## config.mk

```make
export PLATFORM = sky130hd
export DESIGN_NAME = pair_sat_alu
export DESIGN_NICKNAME = d
export VERILOG_FILES = /design/src/rtl/pha_pkg.sv /design/src/rtl/pha_lane.sv /design/src/rtl/pha_flags.sv /design/src/rtl/pair_sat_alu.sv
export SDC_FILE = /design/constraint.sdc
export NUM_CORES = 2
export LEC_CHECK = 0
export ABC_AREA = 1
export BUFFER_PORTS_ARGS = -buffer_cell sky130_fd_sc_hd__buf_4
export CAP_MARGIN = 20
export CORE_AREA = 2 2 236 238
export DETAILED_ROUTE_END_ITERATION = 6
export DIE_AREA = 0 0 238 240
export HOLD_SLACK_MARGIN = 0.12
export PLACE_DENSITY = 0.77
export REMOVE_ABC_BUFFERS = 1
export SYNTH_ARGS = -nofsm -noshare
export SYNTH_HDL_FRONTEND = slang
export SYNTH_SLANG_ARGS = --single-unit
```

## constraint.sdc

```tcl
create_clock -name clk -period 1.2 [get_ports clk]
set_clock_uncertainty 0.2 [all_clocks]
set_input_delay 0.36 -clock clk [delete_from_list [all_inputs] [get_ports clk]]
set_output_delay 0.36 -clock clk [all_outputs]
set_load 0.005 [all_outputs]
```

## src/rtl/pha_pkg.sv

```systemverilog
package pha_pkg;
  typedef enum logic [1:0] {
    PH_ADD = 2'd0,
    PH_SUB = 2'd1,
    PH_MUL = 2'd2,
    PH_NOP = 2'd3
  } ph_op_e;
endpackage

```

## src/rtl/pha_lane.sv

```systemverilog
module pha_lane
  import pha_pkg::*;
#(
  parameter int W = 16
) (
  input  logic [W-1:0] a,
  input  logic [W-1:0] b,
  input  ph_op_e       op,
  input  logic         sat,
  output logic [W-1:0] res,
  output logic         ovf
);
  localparam int IW = 2 * W;
  localparam logic signed [IW-1:0] MAXV = {{(W+1){1'b0}}, {(W-1){1'b1}}};
  localparam logic signed [IW-1:0] MINV = ~MAXV;

  logic signed [W-1:0]  a_s, b_s;
  logic signed [IW-1:0] wide;
  logic                 above, below;

  assign a_s = a;
  assign b_s = b;

  always_comb begin
    unique case (op)
      PH_ADD:  wide = IW'(a_s) + IW'(b_s);
      PH_SUB:  wide = IW'(a_s) - IW'(b_s);
      PH_MUL:  wide = IW'(a_s) * IW'(b_s);
      default: wide = '0;
    endcase
  end

  assign above = (wide > MAXV);
  assign below = (wide < MINV);
  assign ovf   = above | below;

  always_comb begin
    if (ovf && sat) begin
      res = above ? MAXV[W-1:0] : MINV[W-1:0];
    end else begin
      res = wide[W-1:0];
    end
  end
endmodule

```

## src/rtl/pha_flags.sv

```systemverilog
module pha_flags (
  input  logic clk,
  input  logic rst_n,
  input  logic clr,
  input  logic set_addsub,
  input  logic set_mul,
  output logic ovf_addsub,
  output logic ovf_mul
);
  logic as_d, mul_d;

  always_comb begin
    as_d  = (clr ? 1'b0 : ovf_addsub) | set_addsub;
    mul_d = (clr ? 1'b0 : ovf_mul)    | set_mul;
  end

  always_ff @(posedge clk or negedge rst_n) begin
    if (!rst_n) begin
      ovf_addsub <= 1'b0;
      ovf_mul    <= 1'b0;
    end else begin
      ovf_addsub <= as_d;
      ovf_mul    <= mul_d;
    end
  end
endmodule

```

## src/rtl/pair_sat_alu.sv

```systemverilog
module pair_sat_alu
  import pha_pkg::*;
#(
  parameter int LANE_W = 16,
  parameter int LANES  = 2,
  localparam int DATA_W = LANE_W * LANES
) (
  input  logic              clk,
  input  logic              rst_n,
  input  logic              in_valid,
  input  logic [1:0]        opcode,
  input  logic              sat_en,
  input  logic [DATA_W-1:0] op_a,
  input  logic [DATA_W-1:0] op_b,
  input  logic              flag_clr,
  output logic              out_valid,
  output logic [DATA_W-1:0] result,
  output logic              ovf_addsub,
  output logic              ovf_mul
);
  ph_op_e            op;
  logic [DATA_W-1:0] res_d;
  logic [LANES-1:0]  lane_ovf;
  logic              any_ovf;
  logic              set_as, set_mu;
  logic              vld_d;
  logic [DATA_W-1:0] res_nxt;

  assign op = ph_op_e'(opcode);

  for (genvar g = 0; g < LANES; g++) begin : g_lane
    pha_lane #(.W(LANE_W)) u_lane (
      .a   (op_a[g*LANE_W +: LANE_W]),
      .b   (op_b[g*LANE_W +: LANE_W]),
      .op  (op),
      .sat (sat_en),
      .res (res_d[g*LANE_W +: LANE_W]),
      .ovf (lane_ovf[g])
    );
  end

  assign any_ovf = |lane_ovf;
  assign set_as  = in_valid && any_ovf && (op == PH_ADD || op == PH_SUB);
  assign set_mu  = in_valid && any_ovf && (op == PH_MUL);

  pha_flags u_flags (
    .clk        (clk),
    .rst_n      (rst_n),
    .clr        (flag_clr),
    .set_addsub (set_as),
    .set_mul    (set_mu),
    .ovf_addsub (ovf_addsub),
    .ovf_mul    (ovf_mul)
  );

  always_comb begin
    vld_d   = in_valid;
    res_nxt = in_valid ? res_d : result;
  end

  always_ff @(posedge clk or negedge rst_n) begin
    if (!rst_n) begin
      out_valid <= 1'b0;
      result    <= '0;
    end else begin
      out_valid <= vld_d;
      result    <= res_nxt;
    end
  end
endmodule

```

**After elaboration in Yosys (flattened, before gate mapping)**

Cells that the tools add are included.

- Memories kept: 0
- Memory bits (read-only): 0
- Output and inout port bits: 35
- Bits in writable memories: 0
- Logic and storage cells: 36
- Bits in registers: 35
- Latch bits: 0

- Reduce and logical (&&, ||, !) cells: 8
- Bitwise logic cells: 4
- Shift operators: 0
- Div/mod/pow operators: 0
- Eq/ne operators: 2
- Multiplexer cells: 8
- Order comparisons: 4
- Add/sub/neg operators: 4
- Multipliers: 2

Operators by type and width:

| operator | number |
|---|---|
| 32-bit case mux with 3 select lines | 2 |
| 32-bit by 16-bit greater-than comparator with 1-bit output (second input constant) | 2 |
| 32-bit by 16-bit < comparator with 1-bit output (second input constant) | 2 |
| 16-bit by 16-bit multiplier with 32-bit output | 2 |
| 16-bit 2-to-1 mux | 4 |
| 16-bit by 16-bit adder with 17-bit output | 2 |
| 16-bit by 16-bit subtractor with 17-bit output | 2 |
| 1-bit logical AND | 5 |
| 1-bit bitwise OR | 4 |
| 2-bit by 1-bit == test with 1-bit output (second input constant) | 1 |
| 2-bit == test (second input constant) | 1 |
| 2-bit zero test | 1 |
| 1-bit 2-to-1 mux | 2 |
| 2-bit OR reduction | 1 |
| 1-bit logical OR | 1 |

**Longest topological paths before layout**

- Word-level depth: 8
- Mapped depth: 39

**By module**

Synthesis repeated with hierarchy kept, for this count alone.

- Cell total of the unflattened synthesis: 3970
- Area, all modules: 27722.8 um^2

By module, submodules not included:

| module | times used | area an instance (um^2) | cells each |
|---|---|---|---|
| pha_lane at g_lane[0].u_lane | 1 | 13170.1 | 1943 |
| pha_lane at g_lane[1].u_lane | 1 | 13042.5 | 1877 |
| pair_sat_alu | 1 | 1433.9 | 141 |
| pha_flags | 1 | 76.3 | 9 |

**Worst setup path after synthesis**

No wires, ideal clock.

- Path type: input -> register
- Start point: in op_a[31]
- End point: reg result[16]
- Arrival: 6.241 ns
- Slack: -5.362 ns
- Required time: 0.879 ns
- Path buffers: 3
- Stages on the path: 32
- Cell sequence: clkbuf_1 > clkbuf_1 > nand2_1 > fa_1 > inv_1 > fa_1 > fa_1 > fa_1 > fa_1 > inv_1 > fa_1 > inv_1 > ha_1 > nand2_1 > inv_1 > nand2_1 > nor3_1 > and2_1 > nand2_1 > nand2_1 > nand2_1 > nand3_1 > nand2_1 > nor2_1 > nand4_1 > nor2_1 > nor2_1 > nand2_1 > nand2_1 > inv_2 > buf_4 > a21oi_1

- Longest elaborated chain between the ends: 6
- Elaborated cells on any way between the ends: 10

Ends and longest elaborated chain:

| item | RTL line | source |
|---|---|---|
| start: declaration | pair_sat_alu.sv:13 | `input logic [DATA_W-1:0] op_a,` |
| 16-bit by 16-bit multiplier with 32-bit output (tied with other cells) | pha_lane.sv:28 | `PH_MUL: wide = IW'(a_s) * IW'(b_s);` |
| 32-bit case mux with 3 select lines (*) | pha_lane.sv:25 | `unique case (op)` |
| 32-bit by 16-bit greater-than comparator with 1-bit output / 32-bit by 16-bit < comparator with 1-bit output (equally long branches) | pha_lane.sv:33, pha_lane.sv:34 |  |
| 1-bit bitwise OR | pha_lane.sv:35 | `assign ovf = above \| below;` |
| 1-bit logical AND | pha_lane.sv:38 | `if (ovf && sat) begin` |
| 16-bit 2-to-1 mux (*) | pha_lane.sv:38 |  |
| end signal: assignment | pair_sat_alu.sv:67 | `result <= res_nxt;` |
| end: declaration | pair_sat_alu.sv:17 | `output logic [DATA_W-1:0] result,` |

Every way passes the cells marked *; elsewhere a longest branch is shown, timed or not.
A chain may end at the register's enable or synchronous reset.

**Final worst setup path**

- Start point: in op_a[15]
- End point: reg result[4]

The elaborated chain is that of the path after synthesis.

==> summary.md <==
| Metric | Value |
|---|---|
| Finish-stage setup viols | 69 |
| Startpoint Class | input pin |
| Gr ovfl total | 0 |
| Vias in the first global route | 27800 |
| TritonCTS clock tree | built |
| ANT cells | 0 |
| Synthesis warning total | 0 |
| GRT busiest layer | met2 |
| Layout cell share with drive strength beyond 1 | 24.8% |
| I/O Pins | 106 |
| Max_slew headroom | 58.2% |
| Maximum fanout along the worst path | 9 |
| Largest family of logic cells by synthesized area | adder cells |
| Slew @ Worst Pin | roughly 0.62 ns |
| CORE AREA | 0.0547 mm² |
| Syn Std Cell Area | 0.0270 mm² |
| Area taken by multi-input logic gates | 0.0229 mm² |
| M2 GR Usage | 54.9% |
| Synth Area in Simple Gates | between 20% and 30% |
| Crit share post-route | 522% |
| Drt wl/cell | 16.9 µm |
| Seq/Total Area, Yosys | 3.24% |
| Remaining antenna violation count after routing | 0 |
| Most used cell, CP | fa_1 |
| CP Class | in -> reg |
| Yosys cell types | a little under 50 |
| CP arrival | 6.27 ns |
| Worst setup margin | -5.06 ns |
| Die X | around 240 µm |
| Max Clk Rate | between 150 and 200 MHz |
| Drc violations | 0 |
| M1 GR Usage | 36.9% |
| Hold Slack | 0.129 ns |
| Clock buffer depth | 2 |
| Post-synthesis adder-cell area fraction | about half |
| Site Rows | 86 |
| Vias/cell | 5.18 |
| Crit path time final | 6.26 ns |
| Vias | 26600 |
| RSZ-0062 raised after global routing | yes |
| Fillers | ~4400 |
| CTS H-tree lvls | 2 |
| Critical Path Sink Type | register |
| Worst EP required | 1.21 ns |
| Synth Area in Compound Gates | between 6 and 7% |
| TritonCTS Buffers | 5 |
| Slowest CP cell | fa_1 |
| Largest net degree at the start of global routing | 36 |
| Most frequent cells in the layout | inv_1 (1051), nand2_1 (939), buf_4 (626), fa_1 (511), ha_1 (185) |
| DR pass1 iterations | 6 |
| Die height | 240 µm |
| CTS root buffer | clkbuf_16 |
| IO Port Bufs | approximately 110 |
| Met3 GRT Util | about 3.8% |
| Starting Density | 49.5% |
| Total wire length | 86900 µm |
| Post-Synth XOR/XNOR Area | 1.04% |
| Nets@finish | 5261 |
| GPL Wtd Cong | 0.963 |
| Clk slew on worst S/H paths | 0.05 ns |
| Failing checks | negative setup slack |
| Worst hold-check path type | in -> reg |
| Syn-to-layout area delta | 29.4% |
| Post-synthesis mux area share | 0.0370% |
| Commonest non-fill, non-tap cell in the layout | inv_1 |
| Clock Sinks | 35 |
| CP max stage delay | 0.55 ns |
| Outcome | complete, but fails checks |
| Register Area | 887 µm² |
| Final Hold Fails | 0 |
| Final slew viol count | 0 |
| Clk_lat worst skew | 0.28 ns |
| Die area | 0.0571 mm² |
| GRT Total Usage | 30.5% |
| First-pass GRT wire length | 139000 µm |
| Cells after Synth | between 3000 and 4000 |
| Starting DRT DRC Count | 1799 |
| Synth Register Bits | 35 |
| HPWL Detailed | 72100 µm |
| Antenna violations before repair | 0 |
| Syn Area/Cell | 7.07 µm² |
| Maxcap violations | 0 |
[routing by layer]
layer | vias up | wire, µm
met5 | - | 0
met4 | 0 | 4270
met3 | 313 | 5960
met2 | 1170 | 43200
met1 | 12800 | 33500
li1 | 12300 | -
[cells by family (layout without fill, tap and decap cells)]
logic type,after synthesis,count (layout)
AO/OA/AOI/OAI,306,306
XOR/XNOR,32,32
adder cells (fa/ha/maj),758,758
buffers and inverters,1220,1826
flip-flops,35,35
multiplexers,1,1
AND/OR/NAND/NOR,1473,1475
[registers in the layout (all words and copies together) (netlist names)]
name and count:
u_flags.ovf_mul 1, result 32, out_valid 1, u_flags.ovf_addsub 1
[worst max-delay path, delay by kind of cell]
family          cells  cell delay, ns
buf+inv             6            0.59
fa+ha+maj           7            3.34
compound gates      2            0.30
simple gates       15            1.67
[what timing repair did]
item,4_1_cts,5_1_grt
hold buffers,1,0
setup buffers,21,14
resized for setup,274,167
pin swaps,70,79
endpoints found under the setup margin,69,94
cloned,4,1
endpoints found under the hold margin,35,0
[per-stage QoR]
step                cell area, µm²  utilization [%]  cells  worst slack [ns]  setup TNS [ns]
floorplan                    26400                -   3697             -4.87         -164.13
global placement             32700             59.8   5088             -5.47         -183.26
detailed placement           32700             59.8   5088             -5.63         -187.32
CTS                          34200             62.6   5122             -4.97         -172.65
global route                 35000             64.0   5137             -5.25         -184.07
finish                       35000             64.0   5137             -5.06         -176.65
[worst paths after layout]
kind                            slack [ns]            start         endpoint  cells after the start
worst max-delay path                 -5.06         op_a[15]        result[4]                     30
worst min-delay path                  0.13         flag_clr  u_flags.ovf_mul                      4
worst max register to register        0.08       result[17]       result[17]                      4
worst min register to register        0.31  u_flags.ovf_mul  u_flags.ovf_mul                      2
max in group asynchronous             0.18            rst_n       result[29]                      2
min in group asynchronous             0.34            rst_n        out_valid                      2
[cells in the mapped netlist (all sizes together)]
cell type	count	share of area, %
buf	26	0.77
nor4	1	0.023
fa	528	39
xor2	16	0.52
nand3	159	2.9
xnor2	16	0.52
o31ai	1	0.028
and3	3	0.069
or2	12	0.28
a31oi	4	0.093
a21oi	171	3.3
o211ai	16	0.44
nand4	26	0.60
clkinv	1	0.032
o21a	1	0.028
a31o	2	0.065
mux2i	1	0.037
o21ai	94	1.8
a211oi	1	0.028
o221ai	4	0.13
a21o	3	0.083
nor2	199	2.8
nor3	18	0.39
o21bai	8	0.24
inv	1091	15
nand3b	7	0.19
dfrtp	35	3.2
and2	5	0.12
ha	230	11
clkbuf	102	1.6
a21boi	1	0.028
nand2	1043	15
[final cells by class]
type / count / share of cell area [%]
Inverter: 1092 / 11.8
Sequential cell: 35 / 2.53
Tap cell: 704 / 2.52
Timing Repair Buffer: 724 / 17.1
Timing Repair inverter: 2 / 0.0644
Clock inverter: 2 / 0.100
Multi-Input combinational cell: 2572 / 65.5
Clock buffer: 6 / 0.397
Power is not shown: default switching activity piles up to over one toggle a cycle in this logic, so the estimate is an artifact.
